### src/rtl/i2c_regport_pkg.sv
package i2c_regport_pkg;
  typedef enum logic [2:0] {
    ST_IDLE, ST_ADDR, ST_PTR, ST_WDATA, ST_GCMD, ST_TX, ST_RST
  } port_st_e;

  localparam logic [7:0] GC_RESET_CMD = 8'h06;
  localparam logic [7:0] GC_ADDR_BYTE = 8'h00;
endpackage

### src/rtl/i2c_line_filter.sv
module i2c_line_filter #(
  parameter int SYNC_STAGES = 2,
  parameter int FILT_LEN    = 3
) (
  input  logic clk,
  input  logic rst,
  input  logic din,
  output logic dout
);
  localparam int CW = $clog2(FILT_LEN + 1);

  logic [SYNC_STAGES-1:0] sync_q;
  logic [CW-1:0]          cnt;

  always_ff @(posedge clk) begin
    if (rst) sync_q <= '1;
    else     sync_q <= {sync_q[SYNC_STAGES-2:0], din};
  end

  // output follows only after the synced level differs for FILT_LEN clocks
  always_ff @(posedge clk) begin
    if (rst) begin
      dout <= 1'b1;
      cnt  <= '0;
    end else if (sync_q[SYNC_STAGES-1] == dout) begin
      cnt <= '0;
    end else if (cnt == CW'(FILT_LEN - 1)) begin
      dout <= sync_q[SYNC_STAGES-1];
      cnt  <= '0;
    end else begin
      cnt <= cnt + 1'b1;
    end
  end
endmodule

### src/rtl/i2c_bus_events.sv
module i2c_bus_events (
  input  logic clk,
  input  logic rst,
  input  logic scl_f,
  input  logic sda_f,
  output logic scl_rise,
  output logic scl_fall,
  output logic start_det,
  output logic stop_det
);
  logic scl_q, sda_q;

  always_ff @(posedge clk) begin
    if (rst) begin
      scl_q <= 1'b1;
      sda_q <= 1'b1;
    end else begin
      scl_q <= scl_f;
      sda_q <= sda_f;
    end
  end

  assign scl_rise  = scl_f & ~scl_q;
  assign scl_fall  = ~scl_f & scl_q;
  assign start_det = scl_f & scl_q & sda_q & ~sda_f;
  assign stop_det  = scl_f & scl_q & ~sda_q & sda_f;
endmodule

### src/rtl/i2c_regport_fsm.sv
module i2c_regport_fsm
  import i2c_regport_pkg::*;
#(
  parameter logic [6:0] DEV_ADDR = 7'h48,
  parameter int NUM_REGS  = 24,
  parameter int WR_LO     = 9,
  parameter int WR_HI     = 18,
  parameter logic [7:0] RST_PTR = 8'hBF,
  parameter int RST_CLKS  = 64
) (
  input  logic       clk,
  input  logic       rst,
  input  logic       scl_lvl,
  input  logic       sda_f,
  input  logic       scl_rise,
  input  logic       scl_fall,
  input  logic       start_det,
  input  logic       stop_det,
  input  logic [7:0] rd_data,
  output logic       sda_oe,
  output logic [7:0] ptr,
  output logic       wr_en,
  output logic [7:0] wr_data,
  output logic       rd_en,
  output logic       rst_req
);
  localparam int         BCW    = $clog2(RST_CLKS + 1);
  localparam logic [7:0] NREG_B = 8'(NUM_REGS);
  localparam logic [7:0] WLO_B  = 8'(WR_LO);
  localparam logic [7:0] WHI_B  = 8'(WR_HI);
  localparam logic [7:0] ADR_W  = {DEV_ADDR, 1'b0};
  localparam logic [7:0] ADR_R  = {DEV_ADDR, 1'b1};

  port_st_e       state, nxt;
  logic           ack_ph;
  logic [3:0]     bitcnt;
  logic [7:0]     shreg;
  logic [BCW-1:0] busy_cnt;

  logic       in_range, writable;
  logic [7:0] tx_byte;
  assign in_range = (ptr < NREG_B);
  assign writable = (ptr >= WLO_B) && (ptr <= WHI_B);
  assign tx_byte  = in_range ? rd_data : 8'h00;

  always_ff @(posedge clk) begin
    if (rst) begin
      state <= ST_IDLE;  nxt <= ST_IDLE;  ack_ph <= 1'b0;
      bitcnt <= '0;      shreg <= '0;     sda_oe <= 1'b0;
      ptr <= '0;         wr_en <= 1'b0;   wr_data <= '0;
      rd_en <= 1'b0;     rst_req <= 1'b0; busy_cnt <= '0;
    end else begin
      wr_en <= 1'b0;
      rd_en <= 1'b0;
      if (state == ST_RST) begin
        sda_oe <= 1'b0;
        if (busy_cnt == BCW'(RST_CLKS - 1)) begin
          state <= ST_IDLE; rst_req <= 1'b0; ptr <= '0; busy_cnt <= '0;
        end else begin
          busy_cnt <= busy_cnt + 1'b1;
        end
      end else if (stop_det) begin
        state <= ST_IDLE; ptr <= '0; sda_oe <= 1'b0; ack_ph <= 1'b0;
      end else if (start_det) begin
        state <= ST_ADDR; bitcnt <= '0; sda_oe <= 1'b0; ack_ph <= 1'b0;
      end else if (state == ST_IDLE) begin
        sda_oe <= 1'b0;
      end else if (ack_ph) begin
        if (scl_fall) begin
          ack_ph <= 1'b0; sda_oe <= 1'b0; bitcnt <= '0; state <= nxt;
          if (state == ST_WDATA) ptr <= ptr + 1'b1;
          if (nxt == ST_RST) begin rst_req <= 1'b1; busy_cnt <= '0; end
          if (nxt == ST_TX) begin
            shreg <= tx_byte; sda_oe <= ~tx_byte[7]; rd_en <= in_range;
          end
        end
      end else if (state == ST_TX) begin
        if (scl_rise) begin
          if (bitcnt == 4'd8) begin
            if (sda_f) state <= ST_IDLE;
            else begin ptr <= ptr + 1'b1; bitcnt <= 4'd9; end
          end else begin
            bitcnt <= bitcnt + 1'b1;
          end
        end else if (scl_fall) begin
          if (bitcnt == 4'd9) begin
            bitcnt <= '0; shreg <= tx_byte; sda_oe <= ~tx_byte[7]; rd_en <= in_range;
          end else if (bitcnt == 4'd8) begin
            sda_oe <= 1'b0;
          end else if (bitcnt != 4'd0) begin
            shreg <= {shreg[6:0], 1'b0}; sda_oe <= ~shreg[6];
          end
        end
      end else begin
        if (scl_rise && bitcnt != 4'd8) begin
          shreg <= {shreg[6:0], sda_f}; bitcnt <= bitcnt + 1'b1;
        end else if (scl_fall && bitcnt == 4'd8) begin
          case (state)
            ST_ADDR: begin
              if (shreg == ADR_W)             begin ack_ph <= 1'b1; sda_oe <= 1'b1; nxt <= ST_PTR;  end
              else if (shreg == ADR_R)        begin ack_ph <= 1'b1; sda_oe <= 1'b1; nxt <= ST_TX;   end
              else if (shreg == GC_ADDR_BYTE) begin ack_ph <= 1'b1; sda_oe <= 1'b1; nxt <= ST_GCMD; end
              else state <= ST_IDLE;
            end
            ST_PTR: begin
              if (shreg == RST_PTR) begin
                state <= ST_RST; rst_req <= 1'b1; busy_cnt <= '0;
              end else begin
                ptr <= shreg; ack_ph <= 1'b1; sda_oe <= 1'b1; nxt <= ST_WDATA;
              end
            end
            ST_WDATA: begin
              ack_ph <= 1'b1; sda_oe <= 1'b1; nxt <= ST_WDATA;
              if (writable) begin wr_en <= 1'b1; wr_data <= shreg; end
            end
            ST_GCMD: begin
              if (shreg == GC_RESET_CMD) begin ack_ph <= 1'b1; sda_oe <= 1'b1; nxt <= ST_RST; end
              else state <= ST_IDLE;
            end
            default: state <= ST_IDLE;
          endcase
        end
      end
    end
  end

  // the data line is only ever taken low while the filtered clock is low
  p_drive_on_low_r1: assert property (@(posedge clk) disable iff (rst)
    $rose(sda_oe) |-> !scl_lvl);
  // a STOP outside the reset window clears the pointer
  p_stop_clears_ptr_r4: assert property (@(posedge clk) disable iff (rst)
    (stop_det && state != ST_RST) |=> (ptr == 8'h00));
  // write strobes only inside the writable window
  p_wr_window_r5: assert property (@(posedge clk) disable iff (rst)
    wr_en |-> (ptr >= WLO_B && ptr <= WHI_B));
  // the bus is never driven during a reset
  p_quiet_in_reset_r9: assert property (@(posedge clk) disable iff (rst)
    rst_req |-> !sda_oe);
  // no read strobe for locations past the map
  p_rd_in_map_r10: assert property (@(posedge clk) disable iff (rst)
    rd_en |-> (ptr < NREG_B));
endmodule

### src/rtl/i2c_regport.sv
module i2c_regport #(
  parameter logic [6:0] DEV_ADDR = 7'h48,
  parameter int NUM_REGS    = 24,
  parameter int WR_LO       = 9,
  parameter int WR_HI       = 18,
  parameter logic [7:0] RST_PTR = 8'hBF,
  parameter int SYNC_STAGES = 2,
  parameter int FILT_LEN    = 3,
  parameter int RST_CLKS    = 64
) (
  input  logic       clk,
  input  logic       rst,
  input  logic       scl_i,
  input  logic       sda_i,
  output logic       sda_oe,
  output logic [7:0] reg_addr,
  output logic       reg_wr_en,
  output logic [7:0] reg_wr_data,
  output logic       reg_rd_en,
  input  logic [7:0] reg_rd_data,
  output logic       rst_req
);
  logic [1:0] raw, filt;
  logic scl_rise, scl_fall, start_det, stop_det;

  assign raw = {sda_i, scl_i};

  for (genvar g = 0; g < 2; g++) begin : g_line
    i2c_line_filter #(.SYNC_STAGES(SYNC_STAGES), .FILT_LEN(FILT_LEN)) u_filt (
      .clk(clk), .rst(rst), .din(raw[g]), .dout(filt[g]));
  end

  i2c_bus_events u_ev (
    .clk(clk), .rst(rst), .scl_f(filt[0]), .sda_f(filt[1]),
    .scl_rise(scl_rise), .scl_fall(scl_fall),
    .start_det(start_det), .stop_det(stop_det));

  i2c_regport_fsm #(
    .DEV_ADDR(DEV_ADDR), .NUM_REGS(NUM_REGS), .WR_LO(WR_LO), .WR_HI(WR_HI),
    .RST_PTR(RST_PTR), .RST_CLKS(RST_CLKS)
  ) u_fsm (
    .clk(clk), .rst(rst), .scl_lvl(filt[0]), .sda_f(filt[1]),
    .scl_rise(scl_rise), .scl_fall(scl_fall),
    .start_det(start_det), .stop_det(stop_det),
    .rd_data(reg_rd_data), .sda_oe(sda_oe), .ptr(reg_addr),
    .wr_en(reg_wr_en), .wr_data(reg_wr_data), .rd_en(reg_rd_en),
    .rst_req(rst_req));
endmodule

### config.mk
export PLATFORM = sky130hd
export DESIGN_NAME = i2c_regport
export DESIGN_NICKNAME = d
export VERILOG_FILES = /design/src/rtl/i2c_regport_pkg.sv /design/src/rtl/i2c_line_filter.sv /design/src/rtl/i2c_bus_events.sv /design/src/rtl/i2c_regport_fsm.sv /design/src/rtl/i2c_regport.sv
export SDC_FILE = /design/constraint.sdc
export NUM_CORES = 1
export LEC_CHECK = 0
export BUFFER_PORTS_ARGS = -buffer_cell sky130_fd_sc_hd__buf_2
export CAP_MARGIN = 30
export CORE_MARGIN = 2
export CORE_UTILIZATION = 54
export DETAILED_ROUTE_END_ITERATION = 12
export GPL_ROUTABILITY_DRIVEN = 0
export PLACE_DENSITY = 0.73
export SETUP_SLACK_MARGIN = 0.05
export SKIP_LAST_GASP = 1
export SLEW_MARGIN = 10
export SYNTH_ARGS = -nofsm -noshare
export SYNTH_HDL_FRONTEND = slang
export SYNTH_SLANG_ARGS = --single-unit
### constraint.sdc
create_clock -name clk -period 3.25 [get_ports clk]
set_input_delay 0 -clock clk [delete_from_list [all_inputs] [get_ports clk]]
set_output_delay 0 -clock clk [all_outputs]
set_load 0.05 [all_outputs]
# After elaboration in Yosys (flattened, before gate mapping)
# Index checks and enable logic that the tools add are counted.
# word_totals
output_inout_bits	20
mem_bits_rw	0
romBits	0
n_memories	0
register_bits	58
input_bits	12
word_cells	282
latchBits	0
# op_classes
muxes	128
div	0
n_lt_le_gt_ge	3
shifts	0
multipliers	0
n_eq_ne	69
n_reduce_logical	33
bitwise	24
add_sub_neg	5
# op_table
op	n
8-bit 2-to-1 mux	27
7-bit 2-to-1 mux	13
3-bit 2-to-1 mux	23
1-bit 2-to-1 mux	50
4-bit 2-to-1 mux	11
10-bit AND reduction	3
7-bit by 4-bit != test with 1-bit output (second input constant)	4
8-bit == test (second input constant)	3
3-bit one-hot mux with 4 select lines	2
12-bit AND reduction	2
11-bit AND reduction	2
6-bit by 4-bit != test with 1-bit output (second input constant)	3
1-bit inverter	17
4-bit by 3-bit != test with 1-bit output (second input constant)	4
3-bit == test (second input constant)	5
5-bit by 2-bit != test with 1-bit output (second input constant)	3
5-bit by 3-bit != test with 1-bit output (second input constant)	3
3-bit nonzero test	5
14-bit AND reduction	1
2-bit by 1-bit != test with 1-bit output (second input constant)	6
3-bit by 1-bit != test with 1-bit output (second input constant)	4
6-bit by 3-bit != test with 1-bit output (second input constant)	2
4-bit nonzero test	3
6-bit nonzero test	2
other kinds (35)	64

# Logic depth before layout (Yosys ltp)
# Gate-level depths: netlist of the first run.
# depth
word_depth	13
mapped_depth	9
depth_no_buf	8

# Modules after synthesis
# Synthesis of the first run repeated with hierarchy kept, for this count alone.
# unflattened
hier_cells	440
area_unflattened_um2	3459.6
# by_module_without_submodules
module	seq_area_each_um2	area_each_um2	cells_per_inst	instances
i2c_regport_fsm	920.9	3041.7	404	1
i2c_line_filter	100.1	166.4	14	2
i2c_bus_events	40.0	85.1	8	1

# Worst setup path before layout of the first run
# No wires, ideal clock.
# synth_timing
path_kind	register -> register
startpoint	register u_fsm.ptr[0]
endpoint	register u_fsm.wr_data[0]
synth_period_minus_slack_ns	2.186
path_slack_ns	1.064
setup_ns	0.132
path_stages_with_launch	9
t_required_ns	3.118
arrival_time_ns	2.054
path_buffers	0
cell_sequence	dfxtp_1 > inv_1 > ha_1 > inv_1 > o311ai_0 > a21oi_1 > nand2_1 > nand2_1 > a21oi_1
# synth_between
elab_chain_len	3
elab_cells_between_ends	4
classes_between	order compare (2); reduce/logical (2)
# synth_rtl
item	line_no	rtl
start, declared	i2c_regport_fsm.sv:21	output logic [7:0] ptr,
start signal, assigned	i2c_regport_fsm.sv:71	if (state == ST_WDATA) ptr <= ptr + 1'b1;
8-bit by 4-bit >= comparator with 1-bit output / 8-bit by 5-bit <= comparator with 1-bit output (equally long branches)	i2c_regport_fsm.sv:43	assign writable = (ptr >= WLO_B) && (ptr <= WHI_B);
1-bit logical AND (*)	i2c_regport_fsm.sv:43	
10-bit AND reduction (no line) (*)	n/a	
end signal, assigned	i2c_regport_fsm.sv:50	ptr <= '0; wr_en <= 1'b0; wr_data <= '0;
end signal, assigned	i2c_regport_fsm.sv:114	if (writable) begin wr_en <= 1'b1; wr_data <= shreg; end
end, declared	i2c_regport_fsm.sv:23	output logic [7:0] wr_data,
# Mark *: on every way between the ends. The rest lies on a longest branch, timed or not.
# A chain may end at the register's enable or synchronous reset.

# Worst setup path after layout of the first run
# layout_timing
startpoint	register u_fsm.state[1]
endpoint	register u_fsm.ptr[5]
# layout_between
elab_chain_len	7
elab_cells_between_ends	24
classes_between	eq/ne (14); mux (6); reduce/logical (4)
# layout_rtl
item	line_no	rtl
start, declared	i2c_regport_fsm.sv:34	port_st_e state, nxt;
start signal, assigned	i2c_regport_fsm.sv:48	state <= ST_IDLE; nxt <= ST_IDLE; ack_ph <= 1'b0;
start signal, assigned	i2c_regport_fsm.sv:58	state <= ST_IDLE; rst_req <= 1'b0; ptr <= '0; busy_cnt <= '0;
start signal, assigned	i2c_regport_fsm.sv:63	state <= ST_IDLE; ptr <= '0; sda_oe <= 1'b0; ack_ph <= 1'b0;
3-bit == test	i2c_regport_fsm.sv:77	end else if (state == ST_TX) begin
8-bit 2-to-1 mux	i2c_regport_fsm.sv:77	
8-bit 2-to-1 mux	i2c_regport_fsm.sv:68	end else if (ack_ph) begin
8-bit 2-to-1 mux	i2c_regport_fsm.sv:66	end else if (state == ST_IDLE) begin
8-bit 2-to-1 mux	i2c_regport_fsm.sv:64	end else if (start_det) begin
8-bit 2-to-1 mux	i2c_regport_fsm.sv:62	end else if (stop_det) begin
8-bit 2-to-1 mux	i2c_regport_fsm.sv:55	if (state == ST_RST) begin
# Several ways; a longest one is shown, not always the timed one. The select of a mux whose other input is x is not followed.

==> results of run 1 <==
==> Yosys cell counts (all sizes together), types with 6 or more instances <==
library cell,instances
or4,9
a211oi,7
nor2,36
ha,12
clkbuf,15
buf,13
or3,9
inv,18
nand2b,6
dfxtp,58
a21oi,46
nor2b,6
nand2,65
nand3,18
mux2i,11
o21ai,21
or2,8
nor3,9
==> registers in the layout, summed over array words and instances (netlist names), 2 cells and up <==
signal / cells
g_line.u_filt.cnt: 4
g_line.u_filt.dout: 2
g_line.u_filt.sync_q: 4
u_fsm.bitcnt: 4
u_fsm.busy_cnt: 7
u_fsm.nxt: 3
u_fsm.ptr: 8
u_fsm.shreg: 8
u_fsm.state: 3
u_fsm.wr_data: 8
==> worst paths after layout <==
kind                            cells after the start               startpoint                       to  slack, ps
worst max-delay path                                6           u_fsm.state[1]             u_fsm.ptr[5]        510
worst min-delay path                                5           reg_rd_data[3]           u_fsm.shreg[3]         60
worst max register to register                      6           u_fsm.state[1]             u_fsm.ptr[5]        510
worst min register to register                      1  g_line[1].u_filt.cnt[0]  g_line[1].u_filt.cnt[0]        410
==> critical path, delay by kind of cell (launching register included) <==
| family | cells | cell delay [ps] |
|---|---|---|
| and+or+nand+nor | 2 | 600 |
| AOI/OAI and AO/OA | 4 | 1320 |
| DFF | 1 | 750 |
==> repair_timing <==
action                                 4_1_cts  5_1_grt
endpoints found under the hold margin        4        0
setup buffers                                0        0
hold buffers                                 4        0
setup endpoints to repair                    0        0
==> metrics by stage <==
step	total power, mW	cells	worst slack, ps	hold WS, ps
2_1_floorplan	0.746	452	1060	104
3_3_place_gp	0.757	540	681	184
3_5_place_dp	0.757	540	580	191
4_1_cts	1.55	560	564	53.9
5_1_grt	1.59	560	237	100
6_report	1.54	560	515	55.4
==> cells by family (layout without fill, tap and decap cells) <==
group                    Yosys count  after routing  share of synthesized area, %
flip-flops                        58             58                          33.0
XOR/XNOR                           8              8                          1.99
adder cells (fa/ha/maj)           12             12                          4.27
multiplexers                      11             11                          3.13
buffers and inverters             46             77                          5.55
AND/OR/NAND/NOR                  200            200                          30.0
AO/OA/AOI/OAI                    117            117                          22.1
==> routing by layer <==
| metal | wire, um | up-vias | track usage [%] | share of wire [%] |
|---|---|---|---|---|
| met5 | 0 | - | 0 | 0 |
| met1 | 3890 | 1569 | 34.3 | 45 |
| met3 | 524 | 15 | 4.33 | 6.1 |
| met4 | 166 | 0 | 11.8 | 1.9 |
| met2 | 4070 | 122 | 39.9 | 47 |
| li1 | - | 1679 | - | - |
==> layout make-up <==
type                       instances  area [um^2]  share of cell area [%]
clock buffer                      10          128                    3.21
clock inverter                     6          105                    2.64
inverter                          18         67.6                    1.70
multi-input combinational        348         2160                    54.4
sequential                        58         1160                    29.2
tap                               77         96.3                    2.42
timing repair buffer              43          255                    6.42
==> power by group through the flow <==
stage	Sequential, mW	Combinational (mW)	Clock, mW
floorplan	0.731	0.0148	0
global placement	0.731	0.0258	0
detailed placement	0.731	0.0260	0
CTS	0.715	0.0296	0.803
global route	0.715	0.0335	0.841
finish	0.715	0.0294	0.796
==> implementation parameters, run 1 <==
Parameter                              Value

Cells and area
  Leading cell type in the layout, fill and taps excluded ... sky130_fd_sc_hd__nand2_1
  Share of the core filled with cells in the final layout ... a little over three fifths
  Fin area ... 3970 um^2
  Commonest cells after routing, fill and taps aside ... sky130_fd_sc_hd__nand2_1 (65), sky130_fd_sc_hd__dfxtp_1 (58), sky130_fd_sc_hd__a21oi_1 (45)
  Number of diodes ... 0
  Syn-to-layout area delta ... 13.0%
  Share of layout cells above drive strength 1 ... 15.3%
  Layout net count ... between 500 and 600
  Number of inserted filler cells in the final layout ... between 500 and 600

Power and ir drop
  Static Leakage ... between 1.5 and 2 nW
  Total internal power ... about 1.2 mW
  Total power divided by cell area ... around 390 nW/um^2
  Clock network fraction of design power ... between 50% and 60%
  Maximum VDD drop ... 0.000208 V
  Net switching power ... between 0.3 and 0.4 mW
  Proportion of power drawn by flip-flops and latches ... between 40% and 50%
  Combinational group share of total power ... under 10%
  Share of total power consumed by net switching ... 20.0%

Synthesis
  Sequential fraction of the synthesis area ... 33.0%
  Synthesized area per cell ... around 8 um^2
  Asr flop ratio synth ... 0%
  Post-synthesis instance area ... approximately 3500 um^2
  Cell type with the largest total area after synthesis ... sky130_fd_sc_hd__dfxtp_1
  Synth unique cells ... 67
  Primary flip-flop cell chosen by synthesis mapping ... sky130_fd_sc_hd__dfxtp_1
  Cell types occupying the most area after synthesis ... sky130_fd_sc_hd__dfxtp_1 (33%), sky130_fd_sc_hd__nand2_1 (6.9%), sky130_fd_sc_hd__a21oi_1 (6.4%), sky130_fd_sc_hd__ha_1 (4.3%), sky130_fd_sc_hd__nor2_1 (3.8%)
  Fraction of post-synthesis cell area in the top cell type by area ... roughly a third
  Number of enable-type register cells in the synthesized netlist ... 0
  Ys Warns ... 0
  Instance count of the mapped netlist ... ~450
  #FFs+latches synth ... a little under 60
  Net count after synthesis ... 476

Clocking
  Number of instances resized during post-cts repair ... 0
  Insertion delay of the later-clocked pin in the worst-skew pair ... 350 ps
  Number of H-tree branching levels ... 3
  # clock sinks ... 58
  Largest buffer count on any clock path ... 2
  Clock-pin slew reported for the worst setup and hold paths after clock tree synthesis ... around 70 ps
  CTS tree ... yes
  Total CTS buffers ... 9
  Root Buffer ... sky130_fd_sc_hd__clkbuf_8

Global routing
  Global Route Usage Sum ... 25.5%
  Antenna violations before repair ... 0
  Maximum number of pins on one net before global-route repair ... 28
  Number of global-route vias before repair ... between 3000 and 4000
  Remaining global-route overflow ... 0
  First-pass GRT wire length ... between 10000 and 15000 um

Route
  DRC violation count after routing ... 0
  Drt wl/cell ... 15.4 um
  Antenna Violating Nets Remaining ... 0
  Iteration count of the initial detailed-routing pass ... 5
  Drt initial violations ... 330
  Final WL ... 8650 um
  Routed via count divided by cell count ... around 6
  Vias after detailed routing ... ~3400

STA
  Setup total negative slack ... 0 ps
  Number of pins with negative max-slew slack in the final report ... 0
  Least-Margin Pin Slew ... approximately 890 ps
  Layout Skew ... 10.6 ps
  Slew HR ... 40.3%
  Final critical-path required period ... 2740 ps
  Unrepaired setup endpoints after global routing ... no
  Final-report hold violation count ... 0
  Max Fclk ... ~370 MHz
  Number of setup violations in the final report ... 0
  Period utilization ... a little over four fifths

Floorplanning
  Die height ... between 80 and 90 um
  I/O pin count ... 32
  Area enclosed by the die boundary ... just over 7000 um^2
  Site Rows ... 29
  Placeable core region ... 6310 um^2
  Die Width ... around 85 um
  Effective utilization at floorplan ... between 50% and 60%

Critical path
  Cell with the largest stage delay on the worst path ... sky130_fd_sc_hd__dfxtp_1
  Required arrival time at the worst endpoint ... 3530 ps
  Category of the most critical setup path ... flop to flop
  Startpoint types ... flop
  Worst-path fanout max ... 22
  Cell chain of the critical path ... nand3b_1 -> nand2b_1 -> o311a_1 -> o21ai_1 -> o21ai_0 -> a21oi_1
  Peak per-stage delay on the critical path ... roughly 750 ps
  Kind of end point of the critical path ... flop
  Data arrival time of the critical path ... around 3000 ps

Placed design
  Post-DP Area ... 3700 um^2
  DPL Wire Length ... between 6000 and 7000 um
  Port Buffers ... 31

Run status
  Outcome ... finished, final reports clean

Run
  # Max-Cap Violations ... 0

Min path
  Hold WC Path Type ... primary input to flop
(Power assumes the default switching activity.)
==> inputs of run 2 (changes only) <==
==> constraint.sdc (replaced) <==
create_clock -name clk -period 2.6 [get_ports clk]
set_input_delay 0 -clock clk [delete_from_list [all_inputs] [get_ports clk]]
set_output_delay 0 -clock clk [all_outputs]
set_load 0.05 [all_outputs]
==> run 2 against run 1 <==
Utilization is 0.30 points higher. Design area increased by 0.47%. Largest power group is now sequential cells. Die area did not move.
==> implementation parameters, run 2 (synthesis gave the netlist of run 1 again) <==
Parameter                              Value

Power and ir drop
  Share of total power consumed by net switching ... 22.6%
  Combinational group share of total power ... roughly 2.4%
  Total internal power ... ~1.2 mW
  Clock network fraction of design power ... a little over two fifths
  Proportion of power drawn by flip-flops and latches ... a little under three fifths
  Net switching power ... around 0.36 mW
  Maximum VDD drop ... 0.000267 V
  Static Leakage ... between 1.5 and 2 nW
  Total power divided by cell area ... roughly 400 nW/um^2

Critical path
  Category of the most critical setup path ... flop to flop
  Data arrival time of the critical path ... about 2600 ps
  Required arrival time at the worst endpoint ... around 2800 ps
  Reg-to-Reg Start ... u_fsm.state[2]
  Worst-path fanout max ... 14
  Flop-to-flop setup slack ... roughly 160 ps
  Cell chain of the critical path ... buf_4 -> or2b_1 -> a32o_1 -> a2111o_1 -> a221oi_1 -> nor3_1
  Reg2reg path depth ... 6
  Startpoint types ... flop
  Critical path origin ... u_fsm.state[2]
  Capture point of the worst reg-to-reg path ... u_fsm.shreg[0]
  Cell with the largest stage delay on the worst path ... sky130_fd_sc_hd__dfxtp_1
  Peak per-stage delay on the critical path ... 580 ps
  Kind of end point of the critical path ... flop

STA
  Least-Margin Pin Slew ... around 610 ps
  Unrepaired setup endpoints after global routing ... yes
  Setup total negative slack ... 0 ps
  Layout Skew ... roughly 6.6 ps
  Max Fclk ... a little over 400 MHz
  Slew HR ... 58.5%
  Final-report hold violation count ... 0
  Number of setup violations in the final report ... 0
  Number of pins with negative max-slew slack in the final report ... 0
  Period utilization ... between 90% and 100%
  Final critical-path required period ... 2440 ps

Clocking
  Largest buffer count on any clock path ... 2
  Insertion delay of the later-clocked pin in the worst-skew pair ... 340 ps
  Total CTS buffers ... 9
  Clock-pin slew reported for the worst setup and hold paths after clock tree synthesis ... about 60 ps
  Root Buffer ... sky130_fd_sc_hd__clkbuf_8
  Number of H-tree branching levels ... 3
  CTS tree ... yes
  # clock sinks ... 58
  Post-CTS setup repair buffer count ... 0

Cells and area
  Commonest cells after routing, fill and taps aside ... sky130_fd_sc_hd__nand2_1 (65), sky130_fd_sc_hd__dfxtp_1 (57), sky130_fd_sc_hd__a21oi_1 (45)
  Layout net count ... approximately 510
  Leading cell type in the layout, fill and taps excluded ... sky130_fd_sc_hd__nand2_1
  Top flop regs ... u_fsm.ptr (8), u_fsm.shreg (8), u_fsm.wr_data (8)
  Non-filler cells, final ... between 500 and 600
  Share of layout cells above drive strength 1 ... 17.5%
  Number of diodes ... 0
  Syn-to-layout area delta ... 13.5%
  Number of inserted filler cells in the final layout ... about 560

Floorplanning
  Die height ... 84.7 um
  Placeable core region ... 6310 um^2
  Die Width ... between 80 and 90 um
  Area enclosed by the die boundary ... a little over 7000 um^2
  Effective utilization at floorplan ... between 50% and 60%
  I/O pin count ... 32
  Site Rows ... 29

Min path
  Start point of the worst hold path ... reg_rd_data[5]
  Hold WC Path Type ... primary input to flop
  WHS Path Cells ... 5
  Worst-case hold path end point ... u_fsm.shreg[5]

Placed design
  Port Buffers ... 31
  DPL Wire Length ... roughly 6500 um
  Cell Count Post-Placement ... 549

Route
  Final WL ... a little over 9000 um
  Drt wl/cell ... about 16 um
  Drt initial violations ... approximately 360
  DRC violation count after routing ... 0
  Vias after detailed routing ... ~3400
  Iteration count of the initial detailed-routing pass ... 6
  Routed via count divided by cell count ... 6.07
  Antenna Violating Nets Remaining ... 0

Global routing
  Maximum number of pins on one net before global-route repair ... 35
  Antenna violations before repair ... 0
  Global Route Usage Sum ... roughly 26%
  Remaining global-route overflow ... 0
  First-pass GRT wire length ... 15100 um
  Number of global-route vias before repair ... around 3200

Run status
  Outcome ... finished, final reports clean

Run
  # Max-Cap Violations ... 0
run 2: cell count changes in the layout (fill, tap and decap cells not counted), sizes merged:
cell | before | now
buf | 39 | 48
bufinv | 3 | 0
clkbuf | 10 | 11
clkinv | 3 | 4
run 2: layer usage:
layer  part of all wire, %  track usage, %  vias to the layer above
li1                      -               -                     1687
met1                    43            32.9                     1594
met2                    47            42.5                      133
met3                   6.0            3.83                       32
met4                   3.3            12.1                        0
met5                     0               0                        -
run 2: worst max-delay path: cells and delay by family (launching register included):
family                 cells  cell delay, ps
buffers and inverters      1             250
AO/OA/AOI/OAI              3            1140
AND/OR/NAND/NOR            2             340
flip-flops                 1             580
run 2: cell type report:
cell class	instances	area [um^2]	share of cell area, %
repair buffers	52	323	8.09
clock buffers	11	131	3.29
flip-flops and latches	58	1160	29.1
inverters	18	67.6	1.69
well taps	77	96.3	2.41
clock inverters	4	20.0	0.501
multi-input cells	348	2190	54.9
run 2: power by group through the flow:
stage                     Sequential, mW  Combinational, mW  Clock, mW
final                              0.894             0.0378      0.673
after global routing               0.894             0.0424      0.718
after floorplan                    0.914             0.0186          0
after CTS                          0.894             0.0375      0.688
after detailed placement           0.914             0.0327          0
after global placement             0.914             0.0322          0
run 2: worst max path at each step:
stage	end	slack [ps]	cells after the start
after global routing	u_fsm.shreg[0]	40	8
final	u_fsm.shreg[0]	160	6
after global placement	u_fsm.shreg[0]	200	6
after floorplan	u_fsm.wr_data[0]	410	8
after CTS	u_fsm.ptr[7]	160	8
after detailed placement	u_fsm.ptr[7]	50	7
run 2: per-stage QoR:
step	util, %	instance area (um^2)	total power, mW	hold WS, ps	worst slack [ps]
CTS	62.8	3970	1.62	66.2	165
detailed placement	59.7	3770	0.947	190	46.8
global placement	59.7	3770	0.946	188	198
finish	63.2	3990	1.61	70.3	164
global route	63.2	3990	1.65	98.5	40.4
floorplan	-	3520	0.932	104	414
run 2: what timing repair did:
item,in CTS,in global routing
resized for setup,1,5
endpoints found under the hold margin,4,0
setup endpoints to repair,2,15
hold buffers,4,0
